===== src/rtl/boot_seq_pkg.sv =====
package boot_seq_pkg;

  typedef enum logic [1:0] {
    MODE_NONE     = 2'b00,
    MODE_HOST     = 2'b01,
    MODE_ROM      = 2'b10,
    MODE_NONE_ALT = 2'b11
  } boot_mode_e;

  typedef enum logic [1:0] {
    ST_LATCH,
    ST_HOST_WAIT,
    ST_ROM_WAIT,
    ST_RUN
  } seq_state_e;

endpackage


===== src/rtl/boot_seq_ctrl.sv =====
module boot_seq_ctrl
  import boot_seq_pkg::*;
(
  input  logic       clk_i,
  input  logic       rst_ni,
  input  logic [1:0] mode_i,
  input  logic       big_endian_i,
  input  logic       host_bit_i,
  input  logic       copy_done_i,
  output logic       copy_start_o,
  output logic       big_endian_o,
  output logic       stall_o,
  output logic       run_o,
  output logic       done_o
);

  seq_state_e state_q;
  boot_mode_e mode_q;
  logic       endian_q;
  logic       stall_q, run_q, done_q, start_q;
  logic       release_now;

  always_comb begin
    release_now = 1'b0;
    unique case (state_q)
      ST_LATCH: begin
        unique case (boot_mode_e'(mode_i))
          MODE_HOST, MODE_ROM: release_now = 1'b0;
          default:             release_now = 1'b1;
        endcase
      end
      ST_HOST_WAIT: release_now = host_bit_i;
      ST_ROM_WAIT:  release_now = copy_done_i;
      default:      release_now = 1'b0;
    endcase
  end

  always_ff @(posedge clk_i or negedge rst_ni) begin
    if (!rst_ni) begin
      state_q  <= ST_LATCH;
      mode_q   <= MODE_NONE;
      endian_q <= 1'b0;
      stall_q  <= 1'b1;
      run_q    <= 1'b0;
      done_q   <= 1'b0;
      start_q  <= 1'b0;
    end else begin
      run_q   <= 1'b0;
      start_q <= 1'b0;
      if (release_now) begin
        state_q <= ST_RUN;
        stall_q <= 1'b0;
        run_q   <= 1'b1;
        done_q  <= 1'b1;
      end
      if (state_q == ST_LATCH) begin
        // one-time capture of strap inputs
        mode_q   <= boot_mode_e'(mode_i);
        endian_q <= big_endian_i;
        unique case (boot_mode_e'(mode_i))
          MODE_HOST: state_q <= ST_HOST_WAIT;
          MODE_ROM: begin
            state_q <= ST_ROM_WAIT;
            start_q <= 1'b1;
          end
          default: ;
        endcase
      end
    end
  end

  assign copy_start_o = start_q;
  assign big_endian_o = endian_q;
  assign stall_o      = stall_q;
  assign run_o        = run_q;
  assign done_o       = done_q;

  logic unused_mode;
  assign unused_mode = ^mode_q;

endmodule


===== src/rtl/boot_seq_host_gate.sv =====
module boot_seq_host_gate (
  input  logic clk_i,
  input  logic rst_ni,
  input  logic set_i,
  input  logic clr_i,
  input  logic stalled_i,
  output logic bit_o,
  output logic cpu_int_o
);

  logic bit_q, int_q;
  logic accept;

  // new event only from a clear bit, and a same-cycle clear cancels it
  assign accept = set_i && !bit_q && !clr_i;

  always_ff @(posedge clk_i or negedge rst_ni) begin
    if (!rst_ni) begin
      bit_q <= 1'b0;
      int_q <= 1'b0;
    end else begin
      if (clr_i)       bit_q <= 1'b0;
      else if (set_i)  bit_q <= 1'b1;
      // not retained when the CPU is stalled
      int_q <= accept && !stalled_i;
    end
  end

  assign bit_o     = bit_q;
  assign cpu_int_o = int_q;

endmodule


===== src/rtl/boot_seq_rom_copy.sv =====
module boot_seq_rom_copy #(
  parameter int ROM_BYTES = 1024,
  parameter int WORD_W    = 32,
  parameter int BYTE_W    = 8,
  localparam int LANES    = WORD_W / BYTE_W,
  localparam int LANE_W   = $clog2(LANES),
  localparam int ROM_AW   = $clog2(ROM_BYTES),
  localparam int MEM_AW   = ROM_AW - LANE_W
) (
  input  logic              clk_i,
  input  logic              rst_ni,
  input  logic              start_i,
  input  logic              big_endian_i,
  output logic              rom_req_o,
  output logic [ROM_AW-1:0] rom_addr_o,
  input  logic              rom_vld_i,
  input  logic [BYTE_W-1:0] rom_data_i,
  output logic              mem_we_o,
  output logic [MEM_AW-1:0] mem_addr_o,
  output logic [WORD_W-1:0] mem_wdata_o,
  output logic              done_o
);

  localparam logic [ROM_AW-1:0] LAST_BYTE = ROM_AW'(ROM_BYTES - 1);
  localparam logic [LANE_W-1:0] LAST_LANE = LANE_W'(LANES - 1);

  logic              active_q;
  logic [ROM_AW-1:0] cnt_q;
  logic [WORD_W-1:0] acc_q, acc_next;
  logic              we_q, done_q;
  logic [MEM_AW-1:0] waddr_q;
  logic [WORD_W-1:0] wdata_q;
  logic [LANE_W-1:0] lane;
  logic              take;

  assign lane = cnt_q[LANE_W-1:0];
  assign take = active_q && rom_vld_i;

  for (genvar g = 0; g < LANES; g++) begin : g_lane
    localparam logic [LANE_W-1:0] FWD = LANE_W'(g);
    localparam logic [LANE_W-1:0] REV = LANE_W'(LANES - 1 - g);
    logic hit;
    assign hit = (lane == (big_endian_i ? REV : FWD));
    assign acc_next[g*BYTE_W +: BYTE_W] = hit ? rom_data_i : acc_q[g*BYTE_W +: BYTE_W];
  end

  always_ff @(posedge clk_i or negedge rst_ni) begin
    if (!rst_ni) begin
      active_q <= 1'b0;
      cnt_q    <= '0;
      acc_q    <= '0;
      we_q     <= 1'b0;
      done_q   <= 1'b0;
      waddr_q  <= '0;
      wdata_q  <= '0;
    end else begin
      we_q   <= 1'b0;
      done_q <= 1'b0;
      if (start_i) begin
        active_q <= 1'b1;
        cnt_q    <= '0;
      end else if (take) begin
        acc_q <= acc_next;
        if (lane == LAST_LANE) begin
          we_q    <= 1'b1;
          waddr_q <= cnt_q[ROM_AW-1:LANE_W];
          wdata_q <= acc_next;
        end
        if (cnt_q == LAST_BYTE) begin
          active_q <= 1'b0;
          done_q   <= 1'b1;
        end else begin
          cnt_q <= cnt_q + 1'b1;
        end
      end
    end
  end

  assign rom_req_o   = active_q;
  assign rom_addr_o  = cnt_q;
  assign mem_we_o    = we_q;
  assign mem_addr_o  = waddr_q;
  assign mem_wdata_o = wdata_q;
  assign done_o      = done_q;

endmodule


===== src/rtl/boot_seq.sv =====
module boot_seq #(
  parameter int ROM_BYTES = 1024,
  parameter int WORD_W    = 32,
  parameter int BYTE_W    = 8,
  localparam int LANES    = WORD_W / BYTE_W,
  localparam int LANE_W   = $clog2(LANES),
  localparam int ROM_AW   = $clog2(ROM_BYTES),
  localparam int MEM_AW   = ROM_AW - LANE_W
) (
  input  logic              clk_i,
  input  logic              rst_ni,
  input  logic [1:0]        boot_mode_i,
  input  logic              big_endian_i,
  output logic              rom_req_o,
  output logic [ROM_AW-1:0] rom_addr_o,
  input  logic              rom_vld_i,
  input  logic [BYTE_W-1:0] rom_data_i,
  output logic              mem_we_o,
  output logic [MEM_AW-1:0] mem_addr_o,
  output logic [WORD_W-1:0] mem_wdata_o,
  input  logic              host_int_set_i,
  input  logic              cpu_int_clr_i,
  output logic              host_int_o,
  output logic              cpu_int_o,
  output logic              cpu_stall_o,
  output logic              cpu_run_o,
  output logic              boot_done_o
);

  logic copy_start, copy_done, endian_lat, host_bit, stall;

  boot_seq_ctrl u_ctrl (
    .clk_i        (clk_i),
    .rst_ni       (rst_ni),
    .mode_i       (boot_mode_i),
    .big_endian_i (big_endian_i),
    .host_bit_i   (host_bit),
    .copy_done_i  (copy_done),
    .copy_start_o (copy_start),
    .big_endian_o (endian_lat),
    .stall_o      (stall),
    .run_o        (cpu_run_o),
    .done_o       (boot_done_o)
  );

  boot_seq_host_gate u_host (
    .clk_i     (clk_i),
    .rst_ni    (rst_ni),
    .set_i     (host_int_set_i),
    .clr_i     (cpu_int_clr_i),
    .stalled_i (stall),
    .bit_o     (host_bit),
    .cpu_int_o (cpu_int_o)
  );

  boot_seq_rom_copy #(
    .ROM_BYTES (ROM_BYTES),
    .WORD_W    (WORD_W),
    .BYTE_W    (BYTE_W)
  ) u_copy (
    .clk_i        (clk_i),
    .rst_ni       (rst_ni),
    .start_i      (copy_start),
    .big_endian_i (endian_lat),
    .rom_req_o    (rom_req_o),
    .rom_addr_o   (rom_addr_o),
    .rom_vld_i    (rom_vld_i),
    .rom_data_i   (rom_data_i),
    .mem_we_o     (mem_we_o),
    .mem_addr_o   (mem_addr_o),
    .mem_wdata_o  (mem_wdata_o),
    .done_o       (copy_done)
  );

  assign host_int_o  = host_bit;
  assign cpu_stall_o = stall;

endmodule


===== config.mk =====
export PLATFORM = sky130hd
export DESIGN_NAME = boot_seq
export DESIGN_NICKNAME = d
export VERILOG_FILES = /design/src/rtl/boot_seq_pkg.sv /design/src/rtl/boot_seq_ctrl.sv /design/src/rtl/boot_seq_host_gate.sv /design/src/rtl/boot_seq_rom_copy.sv /design/src/rtl/boot_seq.sv
export SDC_FILE = /design/constraint.sdc
export NUM_CORES = 1
export LEC_CHECK = 0
export BUFFER_PORTS_ARGS = -buffer_cell sky130_fd_sc_hd__buf_2
export CORE_UTILIZATION = 25
export CTS_CLUSTER_DIAMETER = 80
export CTS_CLUSTER_SIZE = 28
export DETAILED_ROUTE_END_ITERATION = 8
export SLEW_MARGIN = 20
export SYNTH_ARGS = -nofsm -noshare
export SYNTH_HDL_FRONTEND = slang
export SYNTH_SLANG_ARGS = --single-unit

===== constraint.sdc =====
create_clock -name clk_i -period 2.5 [get_ports clk_i]
set_input_delay 0.25 -clock clk_i [delete_from_list [all_inputs] [get_ports clk_i]]
set_output_delay 0.25 -clock clk_i [all_outputs]
set_load 0.005 [all_outputs]

# == Word level (Yosys, flattened, before mapping) ==
# Index checks and enable logic that the tools add are counted.
# W data, S select, Z words.
# word_totals
regBits,94
latchBits,0
ramBits,0
rom_bits,0
in_bits,16
output_inout_bits,57
wordCells,74
mem_count,0
# op_classes
n_addsub,1
mul,0
n_div,0
magnitude_cmp,0
eq_ne,11
shift,0
mux,30
bitwise_logic,1
n_reduce_logical,16
# op_table
cell,count
$mux W8,4
$mux W10,3
$mux W1,15
$mux W2,6
$add A10 B1 Y10 const B,1
$eq A10 B10 Y1 const B,1
$eq A2 B2 Y1,4
$eq A2 B2 Y1 const B,3
$reduce_and A2 Y1,3
$reduce_bool A2 Y1,3
$eq A2 B1 Y1 const B,2
$logic_and A1 B1 Y1,4
$pmux W2 S2,1
$logic_not A1 Y1,3
$pmux W1 S3,1
$reduce_and A3 Y1,1
$logic_not A2 Y1,1
$ne A2 B2 Y1 const B,1
$reduce_or A2 Y1,1
$not A1 Y1,1

# == Longest topological paths before layout ==
# Gate-level depths: netlist of the first run.
# logic_depth
depth_word,7
mapped_depth,6
mapped_depth_nobuf,5

# == Cells and area by module ==
# Synthesis of the first run repeated with hierarchy kept, for this count alone.
# hier_totals
cells_unflattened,329
area_unflattened_um2,4162.7
# by_module_without_submodules
mod,n_inst,cells_each,area_each_um2
boot_seq_rom_copy,1,299,3772.4
boot_seq_ctrl,1,26,315.3
boot_seq_host_gate,1,4,75.1

# == Worst setup path after synthesis of the first run ==
# OpenSTA, ideal clock, no wires.
# synth_timing
path_type,reg2reg
start,register u_copy.cnt_q[0] (netlist: u_copy.rom_addr_o[0])
end,register u_copy.acc_q[24]
setup_time_ns,0.125
arrival_time_ns,1.627
path_slack_ns,0.748
stages_incl_launch_ff,6
period_less_slack_ns,1.752
path_cell_list,dfrtp_1 -> buf_6 -> or3b_1 -> buf_6 -> a21oi_4 -> mux2_2
# synth_between
elab_chain_cells,2
# synth_rtl
item,line,text
from (decl),boot_seq_rom_copy.sv:28,logic [ROM_AW-1:0] cnt_q;
from (signal assigned),boot_seq_rom_copy.sv:73,cnt_q <= cnt_q + 1'b1;
$eq A2 B2 Y1,boot_seq_rom_copy.sv:43,assign hit = (lane == (big_endian_i ? REV : FWD));
$mux W8,boot_seq_rom_copy.sv:44,assign acc_next[g*BYTE_W +: BYTE_W] = hit ? rom_data_i : acc_q[g*BYTE_W +: BYTE_W];
to (signal assigned),boot_seq_rom_copy.sv:63,acc_q <= acc_next;
to (decl),boot_seq_rom_copy.sv:29,"logic [WORD_W-1:0] acc_q, acc_next;"
# No other way between the ends.
# A chain may end at the register's enable or synchronous reset.

# == Final worst setup path of the first run ==
# layout_timing
start,register u_copy.cnt_q[0] (netlist: u_copy.rom_addr_o[0])
end,register u_copy.wdata_q[18] (netlist: u_copy.mem_wdata_o[18])
# layout_between
elab_chain_cells,2
word_cells_on_any_way,4
# layout_rtl
item,line,text
"$eq A2 B2 Y1, on equally long branches","boot_seq_rom_copy.sv:64, boot_seq_rom_copy.sv:43",
$reduce_and A3 Y1 (no line) / $mux W8 (equally long branches),--,
to (signal assigned),boot_seq_rom_copy.sv:67,wdata_q <= acc_next;
to (decl),boot_seq_rom_copy.sv:32,logic [WORD_W-1:0] wdata_q;
# Several ways; a longest one is shown, not always the timed one.

==> results of run 1 <==
==> layout make-up <==
| cell class | instances | area [µm²] |
|---|---|---|
| Timing Repair Buffer | 77 | 428 |
| Clock buffer | 10 | 239 |
| Multi-Input combinational cell | 281 | 1900 |
| Fill cell | 1795 | 12000 |
| Sequential cell | 94 | 2350 |
| Inverter | 4 | 15.0 |
| Clock inverter | 6 | 116 |
| Tap cell | 225 | 282 |
==> flip-flops by register name, summed over array words and instances, names as in the netlist <==
register,cells
u_copy.rom_req_o,1
u_ctrl.done_o,1
u_copy.mem_addr_o,8
u_ctrl.copy_start_o,1
u_ctrl.stall_o,1
u_copy.rom_addr_o,10
u_host.cpu_int_o,1
u_ctrl.big_endian_o,1
u_copy.mem_wdata_o,32
u_copy.mem_we_o,1
u_ctrl.state_q,2
u_copy.acc_q,32
u_ctrl.run_o,1
u_copy.done_o,1
u_host.bit_o,1
==> worst max path at each step <==
| stage | startpoint | end | slack, ns |
|---|---|---|---|
| after global routing | u_copy.rom_addr_o[0]$_DFFE_PN0P_ | u_copy.mem_wdata_o[19]$_DFFE_PN0P_ | 0.08 |
| after global placement | u_copy.rom_addr_o[0]$_DFFE_PN0P_ | u_copy.acc_q[12]$_DFFE_PN0P_ | 0.45 |
| final | u_copy.rom_addr_o[0]$_DFFE_PN0P_ | u_copy.mem_wdata_o[18]$_DFFE_PN0P_ | 0.29 |
| after detailed placement | u_copy.rom_addr_o[0]$_DFFE_PN0P_ | u_copy.acc_q[11]$_DFFE_PN0P_ | 0.36 |
| after CTS | u_copy.rom_addr_o[0]$_DFFE_PN0P_ | u_copy.mem_wdata_o[18]$_DFFE_PN0P_ | 0.33 |
| after floorplan | u_copy.rom_addr_o[0]$_DFFE_PN0P_ | u_copy.acc_q[24]$_DFFE_PN0P_ | 0.75 |
==> per-stage QoR <==
| step | setup WS, ns | util, % | instance area (µm²) | cells | hold slack, ns |
|---|---|---|---|---|---|
| after floorplan | 0.748 | - | 4460 | 412 | -0.0456 |
| final | 0.294 | 30.7 | 5330 | 697 | 0.0690 |
| after detailed placement | 0.364 | 28.6 | 4970 | 680 | 0.286 |
| after CTS | 0.329 | 30.7 | 5330 | 697 | 0.0574 |
| after global routing | 0.0764 | 30.7 | 5330 | 697 | 0.0639 |
| after global placement | 0.445 | 28.6 | 4970 | 680 | 0.274 |
==> routing by layer <==
| metal | part of all wire [%] | vias to the layer above | GRT usage [%] |
|---|---|---|---|
| li1 | - | 1637 | - |
| met1 | 45 | 1735 | 17.4 |
| met2 | 48 | 85 | 21.4 |
| met3 | 5.2 | 8 | 3.11 |
| met4 | 1.1 | 0 | 4.24 |
| met5 | 0 | - | 0 |
==> power breakdown <==
group	switching, W	internal, W	total (W)	leakage, nW
Sequential	0.000355	0.00196	0.00232	1.24
Clock	0.000595	0.00101	0.00161	0.174
Combinational	0.000649	0.000522	0.00117	1.11
==> cells in the mapped netlist, types with 3 or more instances <==
| cell | number | share of area [%] |
|---|---|---|
| a31oi_1 | 4 | 0.56 |
| buf_2 | 7 | 0.79 |
| and3_1 | 7 | 0.98 |
| or3b_1 | 3 | 0.59 |
| mux2_2 | 33 | 8.3 |
| nand3_1 | 40 | 4.5 |
| nor2_1 | 6 | 0.51 |
| nand2_1 | 57 | 4.8 |
| and3b_1 | 3 | 0.59 |
| dfrtp_1 | 93 | 52 |
| nor3b_2 | 3 | 0.84 |
| o21bai_1 | 3 | 0.51 |
| buf_1 | 3 | 0.25 |
| o21ai_0 | 4 | 0.45 |
| ha_1 | 3 | 0.84 |
| o211ai_1 | 32 | 5.4 |
| a21oi_4 | 4 | 1.5 |
| inv_1 | 3 | 0.25 |
| a211oi_1 | 3 | 0.51 |
| buf_6 | 5 | 1.3 |
| clkbuf_1 | 13 | 1.1 |
| buf_4 | 5 | 0.84 |
| nor2b_1 | 6 | 0.84 |
| nand3b_1 | 4 | 0.67 |
| nor3_1 | 4 | 0.45 |
| nand4_1 | 36 | 5.1 |
==> what timing repair did <==
item,4_1_cts,5_1_grt
endpoints found under the hold margin,41,0
hold buffers,1,0
resized for setup,0,0
==> worst register-to-register path: stages (launching register included) <==
cell      delay (ns)
dfrtp_1         0.71
ha_1            0.35
nand4b_1        0.17
inv_2           0.34
buf_4           0.32
nand4_1         0.15
nand3_1         0.11
==> kinds of logic after synthesis <==
| group | count (synthesis) |
|---|---|
| AND/OR/NAND/NOR | 183 |
| flip-flops | 94 |
| AO/OA/AOI/OAI | 61 |
| buffers and inverters | 37 |
| multiplexers | 34 |
| adder cells (fa/ha/maj) | 3 |
==> out/results.ini, run 1 <==
[critical_path]
crit_path_max_fanout = 23
path_cells = ha_1, nand4b_1, inv_2, buf_4, nand4_1, nand3_1
r2r_setup_slack_ns = 0.29
end_kind = register
timing.rr.start = u_copy.rom_addr_o[0]$_DFFE_PN0P_
path_depth = 6
path_buf_inv = 2
critPathSlowestCell = dfrtp_1
worstSetupPathType = reg -> reg
start_kind = register
worst_r2r_path_depth = 6
r2r-end = u_copy.mem_wdata_o[18]$_DFFE_PN0P_
cp_data_required_time_ns = 2.78
crit_family = flip-flops
slowest_delay_ns = 0.71
arrival_ns = 2.48

[global_route]
grt_max_degree = 54
grt_overflow = 0
track_usage_pct = 13.2
grt_pass1_vias = 3383
antenna_found_initial = 0
grt_pass1_wl_mm = 18.6

[timing]
finalClockSkew_ns = 0.00893
slew_headroom_pct = 38.3
fin_crit_ns = 2.21
finalSetupViolCount = 0
report.final.hold_viol_count = 0
rsz0062_at_grt = no
slew_violations = 0
fin_tns_setup_ns = 0
finalCritPeriodShare_pct = 88.2
timing.fmax_ghz = 0.453
worst_pin_slew_ns = 0.919

[synthesis]
ys_seq_area_share_pct = 52.8
synth_top_family_by_area = simple AND/OR/NAND/NOR gates
synth_edf_count = 0
async_flop_share_pct = 100
ys_types = 48
synth-seq-cells = 94
yosys_warnings = 0
synth_xor_area_share_pct = 0
synth_simple_gate_area_share_pct = 22.3
syn-num-nets = 431
synth_mux_area_share_pct = 8.56
avgSynthCellArea_um2 = 10.8
synthAdderAreaFrac_pct = 0.842
synth_compound_area_share_pct = 10.9
syn_area_um2 = 4460
ys.flop_type = dfrtp_1
postSynthCellCount = 412

[clocking]
cts_root_buf = clkbuf_16
cts_tree = built
h-tree-depth = 3
cts_buffers = 9
clock_latency_ns = 0.35
clkTransAtPathRegs_ns = 0.06
clockBufferDepth = 2
postCtsSetupBuffers = 0
cts_sinks = 94

[floorplanning]
die_area_um2 = 18400
placementRows = 48
num_io_pins = 73
die_h_um = 136
initial_utilization_pct = 25.7
die_x_um = 136
core-area_um2 = 17400

[place]
place.gp.congestion = 0.788
port_buffers = 72
hpwl_mm = 8.09

[detailed_routing]
wl_per_cell_um = 16.6
vias = 3465
drc = 0
via_per_inst = 4.97
ant_nets = 0
routed_wl_mm = 11.6
drt_iter0_markers = 176
dr.pass1.iters = 5

[finish]
n_antenna_cell = 0
final_cell_mix = dfrtp_1 (93), buf_2 (71), nand2_1 (57)
area_delta_synth_final_pct = 19.7
layout-drive-gt1-share_pct = 28.8
layout_commonest_cell = dfrtp_1
nets = 486

[min_path]
hold-path-endpoint = u_host.bit_o$_DFFE_PN0P_
min_path_cells = 2
worstHoldStart = cpu_int_clr_i
hp-class = in -> reg

[flow_run]
cap_viol_max_count = 0

[pwr]
power.total_w = 0.00510
p_per_area_nw_per_um2 = 956
max-vdd-ir-drop_v = 0.000401
p_leak_nw = 2.53

[outcome]
outcome = finished clean

(Power assumes the default switching activity.)
==> run 2: changes to the inputs <==
--- a/config.mk
+++ b/config.mk
@@ -5,6 +5,7 @@
 export SDC_FILE = /design/constraint.sdc
 export NUM_CORES = 1
 export LEC_CHECK = 0
+export ABC_AREA = 1
 export BUFFER_PORTS_ARGS = -buffer_cell sky130_fd_sc_hd__buf_2
 export CORE_UTILIZATION = 25
 export CTS_CLUSTER_DIAMETER = 80
==> out/results.ini, run 2 <==
[critical_path]
path_buf_inv = 3  ; was 2
crit_path_max_fanout = 26  ; was 23
start_kind = register  ; unchanged
end_kind = register  ; unchanged
arrival_ns = 1.94  ; was 2.48 ns
critPathSlowestCell = dfrtp_1  ; unchanged
worstSetupPathType = reg -> reg  ; unchanged
crit_family = buffers and inverters  ; was flip-flops
cp_data_required_time_ns = 2.73  ; was 2.78 ns
timing.rr.start = u_copy.rom_addr_o[0]$_DFFE_PN0P_  ; unchanged
path_cells = ha_1, inv_1, nor2_8, inv_2, buf_12, o21bai_1  ; was ha_1, nand4b_1, inv_2, buf_4, nand4_1, nand3_1
cp-startpoint = u_copy.rom_addr_o[0]$_DFFE_PN0P_  ; unchanged
slowest_delay_ns = 0.46  ; was 0.71 ns

[synthesis]
synth.most_common_cell = nand2_1  ; was dfrtp_1
syn_area_um2 = 4360  ; was 4460 µm²
synth_top_cells_by_area = dfrtp_1 (53%), nand2_1 (8.9%), o21bai_1 (8.3%)  ; was dfrtp_1 (52%), mux2_2 (8.3%), o211ai_1 (5.4%)
ys_seq_area_share_pct = 53.9  ; was 52.8%
postSynthCellCount = 509  ; was 412
yosys.area.top_type = dfrtp_1  ; unchanged
synth_common_cells = nand2_1 (104), dfrtp_1 (93), inv_1 (84)  ; was dfrtp_1 (93), nand2_1 (57), nand3_1 (40)
synth_xor_area_share_pct = 1.61  ; was 0%
synth_simple_gate_area_share_pct = 19.2  ; was 22.3%
ys_types = 29  ; was 48
synthAdderAreaFrac_pct = 0.860  ; was 0.842%
yosys_warnings = 0  ; unchanged
ys.flop_type = dfrtp_1  ; unchanged
async_flop_share_pct = 100  ; unchanged
synth_top_family_by_area = simple AND/OR/NAND/NOR gates  ; unchanged
synth_mux_area_share_pct = 0.258  ; was 8.56%
avgSynthCellArea_um2 = 8.57  ; was 10.8 µm²
syn-num-nets = 528  ; was 431
synth_top_area_share_pct = 53.3  ; was 52.2%
synth-seq-cells = 94  ; unchanged
synth_edf_count = 0  ; unchanged
synth_compound_area_share_pct = 13.8  ; was 10.9%

[detailed_routing]
drc = 0  ; unchanged
vias = 3399  ; was 3465
routed_wl_mm = 10.6  ; was 11.6 mm
ant_nets = 0  ; unchanged
dr.pass1.iters = 5  ; unchanged
via_per_inst = 4.22  ; was 4.97
drt_iter0_markers = 194  ; was 176
wl_per_cell_um = 13.1  ; was 16.6 µm

[floorplanning]
die_h_um = 134  ; was 136 µm
placementRows = 47  ; was 48
die_area_um2 = 18000  ; was 18400 µm²
num_io_pins = 73  ; unchanged
core-area_um2 = 16800  ; was 17400 µm²
die_x_um = 134  ; was 136 µm
initial_utilization_pct = 25.9  ; was 25.7%

[timing]
slew_violations = 0  ; unchanged
slew_headroom_pct = 61.6  ; was 38.3%
finalCritPeriodShare_pct = 68.4  ; was 88.2%
fin_tns_setup_ns = 0  ; unchanged
timing.fmax_ghz = 0.585  ; was 0.453 GHz
fin_crit_ns = 1.71  ; was 2.21 ns
fin_hold_ws_ns = 0.0628  ; was 0.0690 ns
finalSetupViolCount = 0  ; unchanged
report.final.hold_viol_count = 0  ; unchanged
worst_pin_slew_ns = 0.574  ; was 0.919 ns
setup_slack_ns = 0.790  ; was 0.294 ns
finalClockSkew_ns = 0.00639  ; was 0.00893 ns
rsz0062_at_grt = no  ; unchanged

[global_route]
antenna_found_initial = 0  ; unchanged
grt_pass1_wl_mm = 17.7  ; was 18.6 mm
grt_overflow = 0  ; unchanged
grt_max_degree = 45  ; was 54
track_usage_pct = 12.8  ; was 13.2%
grt_pass1_vias = 3274  ; was 3383

[place]
port_buffers = 72  ; unchanged
dp.cells = 789  ; was 680
hpwl_mm = 7.20  ; was 8.09 mm
dpl_cell_area_um2 = 4930  ; was 4970 µm²
place.gp.congestion = 0.812  ; was 0.788
place_ws_ns = 0.789  ; was 0.364 ns

[pwr]
p_sw_w = 0.00184  ; was 0.00160 W
seqPwrFrac_pct = 42.1  ; was 45.5%
p_leak_nw = 2.76  ; was 2.53 nW
power_frac_clock_pct = 26.4  ; was 31.6%
p_per_area_nw_per_um2 = 1030  ; was 956 nW/µm²
combPwrFrac_pct = 31.4  ; was 23.0%
max-vdd-ir-drop_v = 0.000447  ; was 0.000401 V
swShare_pct = 34.2  ; was 31.4%
p_int_w = 0.00355  ; was 0.00350 W

[clocking]
h-tree-depth = 3  ; unchanged
cts_tree = built  ; unchanged
cts_buffers = 9  ; unchanged
cts_root_buf = clkbuf_16  ; unchanged
clockBufferDepth = 2  ; unchanged
clock_latency_ns = 0.35  ; about the same
cts_sinks = 94  ; unchanged
clkTransAtPathRegs_ns = 0.07  ; was 0.06 ns
post_cts_resized = 0  ; unchanged

[outcome]
outcome = finished clean  ; unchanged

[finish]
area_delta_synth_final_pct = 20.4  ; was 19.7%
fill_cells = 1803  ; was 1795
layout_commonest_cell = nand2_1  ; was dfrtp_1
n_antenna_cell = 0  ; unchanged
final_cells = 806  ; was 697
final_cell_mix = nand2_1 (104), dfrtp_1 (93), inv_1 (84)  ; was dfrtp_1 (93), buf_2 (71), nand2_1 (57)
nets = 600  ; was 486
layout-drive-gt1-share_pct = 17.6  ; was 28.8%
final_area_um2 = 5250  ; was 5330 µm²

[min_path]
hp-class = in -> reg  ; unchanged
worstHoldStart = cpu_int_clr_i  ; unchanged

[flow_run]
cap_viol_max_count = 0  ; unchanged

==> run 2: changes by cell type after synthesis, sizes merged, moves of 8 or more <==
| cell | previous run | this run |
|---|---|---|
| inv | 4 | 86 |
| o21bai | 3 | 48 |
| o21ai | 4 | 46 |
| buf | 20 | 12 |
| nand2 | 57 | 105 |
| mux2 | 33 | 1 |
| nand3 | 40 | 26 |
| o211ai | 32 | 0 |
| nor2 | 6 | 65 |
| nand4 | 36 | 3 |
==> run 2: power by group through the flow <==
stage	logic, W	clock network (W)	registers [W]
after floorplan	0.00108	0	0.00230
after global placement	0.00170	0	0.00229
after detailed placement	0.00172	0	0.00230
after CTS	0.00174	0.00145	0.00228
after global routing	0.00199	0.00152	0.00233
final	0.00169	0.00142	0.00227
==> run 2: metrics by stage <==
stage | utilization (%) | power, W
after floorplan | - | 0.00338
after global placement | 29.3 | 0.00400
after detailed placement | 29.3 | 0.00402
after CTS | 31.2 | 0.00547
after global routing | 31.2 | 0.00585
final | 31.2 | 0.00539
==> run 2: cell type report <==
class	count	area (µm²)	area share [%]
clock inverters	6	70.1	1.33
clock buffers	10	239	4.55
repair buffers	79	430	8.19
flip-flops and latches	94	2350	44.8
well taps	220	275	5.24
inverters	86	325	6.19
multi-input cells	311	1560	29.7
==> run 2: worst paths after layout <==
path	endpoint	slack, ns	cells after the start
max in group asynchronous	u_copy.acc_q[31]$_DFFE_PN0P_	1.26	3
min in group asynchronous	u_copy.mem_wdata_o[12]$_DFFE_PN0P_	0.43	2
min	u_host.bit_o$_DFFE_PN0P_	0.06	2
min reg2reg	u_ctrl.stall_o$_DFFE_PN1P_	0.47	2
max	u_copy.mem_wdata_o[7]$_DFFE_PN0P_	0.79	6
max reg2reg	u_copy.mem_wdata_o[7]$_DFFE_PN0P_	0.79	6
==> run 2: timing repair <==
action,in CTS,in global routing
endpoints found under the hold margin,40,0
buffers inserted,0,0
hold buffers,1,0
==> run 2: kinds of logic (layout without fill, tap and decap cells) <==
group | Yosys count | count (layout)
adders and majority gates | 3 | 3
AOI/OAI and AO/OA | 96 | 96
DFF | 94 | 94
buffers and inverters | 104 | 181
and+or+nand+nor | 203 | 203
xor gates and xnor gates | 8 | 8
muxes | 1 | 1
==> run 2: metal layers <==
| layer | up-vias | GRT usage [%] | routed length [µm] |
|---|---|---|---|
| li1 | 1728 | - | - |
| met4 | 0 | 3.93 | 123 |
| met1 | 1558 | 17.4 | 4940 |
| met5 | - | 0 | 0 |
| met2 | 104 | 19.5 | 4780 |
| met3 | 9 | 3.93 | 737 |
==> run 3: changes to the inputs <==
==> constraint.sdc (replaced) <==
create_clock -name clk_i -period 1.75 [get_ports clk_i]
set_input_delay 0.175 -clock clk_i [delete_from_list [all_inputs] [get_ports clk_i]]
set_output_delay 0.175 -clock clk_i [all_outputs]
set_load 0.005 [all_outputs]
==> out/results.ini, run 3 (same netlist as run 2, synthesis figures left out) <==
[timing]
setup_slack_ns = 0.169  ; was 0.790 ns
report.final.hold_viol_count = 0  ; unchanged
finalSetupViolCount = 0  ; unchanged
fin_tns_setup_ns = 0  ; unchanged
finalCritPeriodShare_pct = 90.4  ; was 68.4%
slew_violations = 0  ; unchanged
timing.fmax_ghz = 0.632  ; was 0.585 GHz
worst_pin_slew_ns = 0.461  ; was 0.574 ns
rsz0062_at_grt = no  ; unchanged
fin_crit_ns = 1.58  ; was 1.71 ns
finalClockSkew_ns = 0.00707  ; was 0.00639 ns
slew_headroom_pct = 69.3  ; was 61.6%

[detailed_routing]
via_per_inst = 4.17  ; was 4.22
vias = 3424  ; was 3399
dr.pass1.iters = 5  ; unchanged
routed_wl_mm = 10.7  ; was 10.6 mm
drt_iter0_markers = 180  ; was 194
wl_per_cell_um = 13.1  ; about the same
drc = 0  ; unchanged
ant_nets = 0  ; unchanged

[finish]
fill_cells = 1789  ; was 1803
regArea_um2 = 2350  ; about the same
layout-drive-gt1-share_pct = 19.8  ; was 17.6%
multi_input_area_um2 = 1560  ; unchanged
n_antenna_cell = 0  ; unchanged
final_cell_mix = nand2_1 (104), dfrtp_1 (92), inv_1 (84)  ; was nand2_1 (104), dfrtp_1 (93), inv_1 (84)
final_area_um2 = 5470  ; was 5250 µm²
nets = 616  ; was 600
layout_commonest_cell = nand2_1  ; unchanged
area_delta_synth_final_pct = 25.4  ; was 20.4%
final_cells = 822  ; was 806

[pwr]
p_per_area_nw_per_um2 = 1480  ; was 1030 nW/µm²
max-vdd-ir-drop_v = 0.000604  ; was 0.000447 V
swShare_pct = 32.5  ; was 34.2%
p_int_w = 0.00548  ; was 0.00355 W
p_leak_nw = 2.89  ; was 2.76 nW
seqPwrFrac_pct = 39.5  ; was 42.1%
combPwrFrac_pct = 32.1  ; was 31.4%
p_sw_w = 0.00264  ; was 0.00184 W
power_frac_clock_pct = 28.4  ; was 26.4%

[flow_run]
cap_viol_max_count = 0  ; unchanged

[floorplanning]
die_x_um = 134  ; unchanged
die_area_um2 = 18000  ; unchanged
placementRows = 47  ; unchanged
initial_utilization_pct = 25.9  ; unchanged
core-area_um2 = 16800  ; unchanged
num_io_pins = 73  ; unchanged
die_h_um = 134  ; unchanged

[global_route]
antenna_found_initial = 0  ; unchanged
grt_pass1_wl_mm = 18.0  ; was 17.7 mm
grt_overflow = 0  ; unchanged
grt_max_degree = 41  ; was 45
grt_pass1_vias = 3403  ; was 3274
track_usage_pct = 12.9  ; was 12.8%

[critical_path]
crit_top_cell = buf_4
crit_path_max_fanout = 16  ; was 26
crit_family = flip-flops  ; was buffers and inverters
slowest_delay_ns = 0.44  ; was 0.46 ns
path_buf_inv = 2  ; was 3
path_cells = buf_4, xnor2_1, nand2_1, buf_4, o21ai_0, o21bai_1  ; was ha_1, inv_1, nor2_8, inv_2, buf_12, o21bai_1
worstSetupPathType = reg -> reg  ; unchanged
critPathSlowestCell = dfrtp_1  ; unchanged
end_kind = register  ; unchanged
start_kind = register  ; unchanged
cp_data_required_time_ns = 1.97  ; was 2.73 ns
arrival_ns = 1.80  ; was 1.94 ns

[clocking]
postCtsSetupBuffers = 0  ; unchanged
cts_sinks = 94  ; unchanged
clock_latency_ns = 0.35  ; about the same
clockBufferDepth = 2  ; unchanged
cts_root_buf = clkbuf_16  ; unchanged
clkTransAtPathRegs_ns = 0.07  ; about the same
cts_buffers = 9  ; unchanged
cts_tree = built  ; unchanged
h-tree-depth = 3  ; unchanged

[outcome]
outcome = finished clean  ; unchanged

[place]
hpwl_mm = 7.43  ; was 7.20 mm
dpl_cell_area_um2 = 5100  ; was 4930 µm²
place_ws_ns = 0.134  ; was 0.789 ns
port_buffers = 72  ; unchanged
dp.cells = 804  ; was 789
place.gp.congestion = 0.811  ; was 0.812

[min_path]
hp-class = in -> reg  ; unchanged

run 3: power groups by stage:
stage / sequential, W / clock [W] / combinational [W]
floorplan: 0.00328 / 0 / 0.00154
global placement: 0.00324 / 0 / 0.00262
detailed placement: 0.00325 / 0 / 0.00265
CTS: 0.00322 / 0.00237 / 0.00267
global route: 0.00329 / 0.00246 / 0.00302
finish: 0.00321 / 0.00231 / 0.00261
run 3: through the flow:
stage               utilization (%)  total power, W  hold WS, ns
finish                         32.5         0.00812       0.0630
floorplan                         -         0.00482       -0.121
CTS                            32.5         0.00825       0.0549
global placement               30.3         0.00585        0.159
global route                   32.5         0.00877       0.0649
detailed placement             30.3         0.00590        0.162
run 3: path summary, 6_finish.rpt:
| path | from | slack [ns] | endpoint | cells after the start |
|---|---|---|---|---|
| worst max-delay path | u_copy.rom_addr_o[1]$_DFFE_PN0P_ | 0.17 | u_copy.acc_q[10]$_DFFE_PN0P_ | 6 |
| worst min-delay path | host_int_set_i | 0.06 | u_host.bit_o$_DFFE_PN0P_ | 3 |
| worst max register to register | u_copy.rom_addr_o[1]$_DFFE_PN0P_ | 0.17 | u_copy.acc_q[10]$_DFFE_PN0P_ | 6 |
| worst min register to register | u_ctrl.done_o$_DFFE_PN0P_ | 0.47 | u_ctrl.done_o$_DFFE_PN0P_ | 1 |
| max in group asynchronous | rst_ni | 0.85 | u_copy.rom_req_o$_DFFE_PN0P_ | 3 |
| min in group asynchronous | rst_ni | 0.32 | u_copy.mem_wdata_o[12]$_DFFE_PN0P_ | 2 |
run 3: cell type report:
type / count / share of cell area (%)
clock inverter: 6 / 2.10
clock buffer: 10 / 4.37
tap: 220 / 5.03
inverter: 86 / 5.94
timing repair buffer: 95 / 11.0
multi-input combinational: 311 / 28.5
sequential: 94 / 43.0
run 3: worst reg2reg max path: cells and delay by family, from the launching register on:
family | cells | cell delay, ns
flops | 1 | 0.44
simple gates | 1 | 0.10
buf+inv | 2 | 0.37
xor+xnor | 1 | 0.21
compound gates | 2 | 0.34
run 3: routing by layer:
metal	vias up	part of all wire, %	global-route usage [%]
li1	1752	-	-
met1	1575	49	17.6
met2	88	43	19.8
met3	9	6.6	3.85
met4	0	1.2	3.62
met5	-	0	0
run 3: timing repair:
| action | 4_1_cts | 5_1_grt |
|---|---|---|
| hold endpoints to repair | 30 | 0 |
| hold buffers | 2 | 0 |
| endpoints found under the setup margin | 0 | 3 |
| gates resized for setup | 0 | 3 |
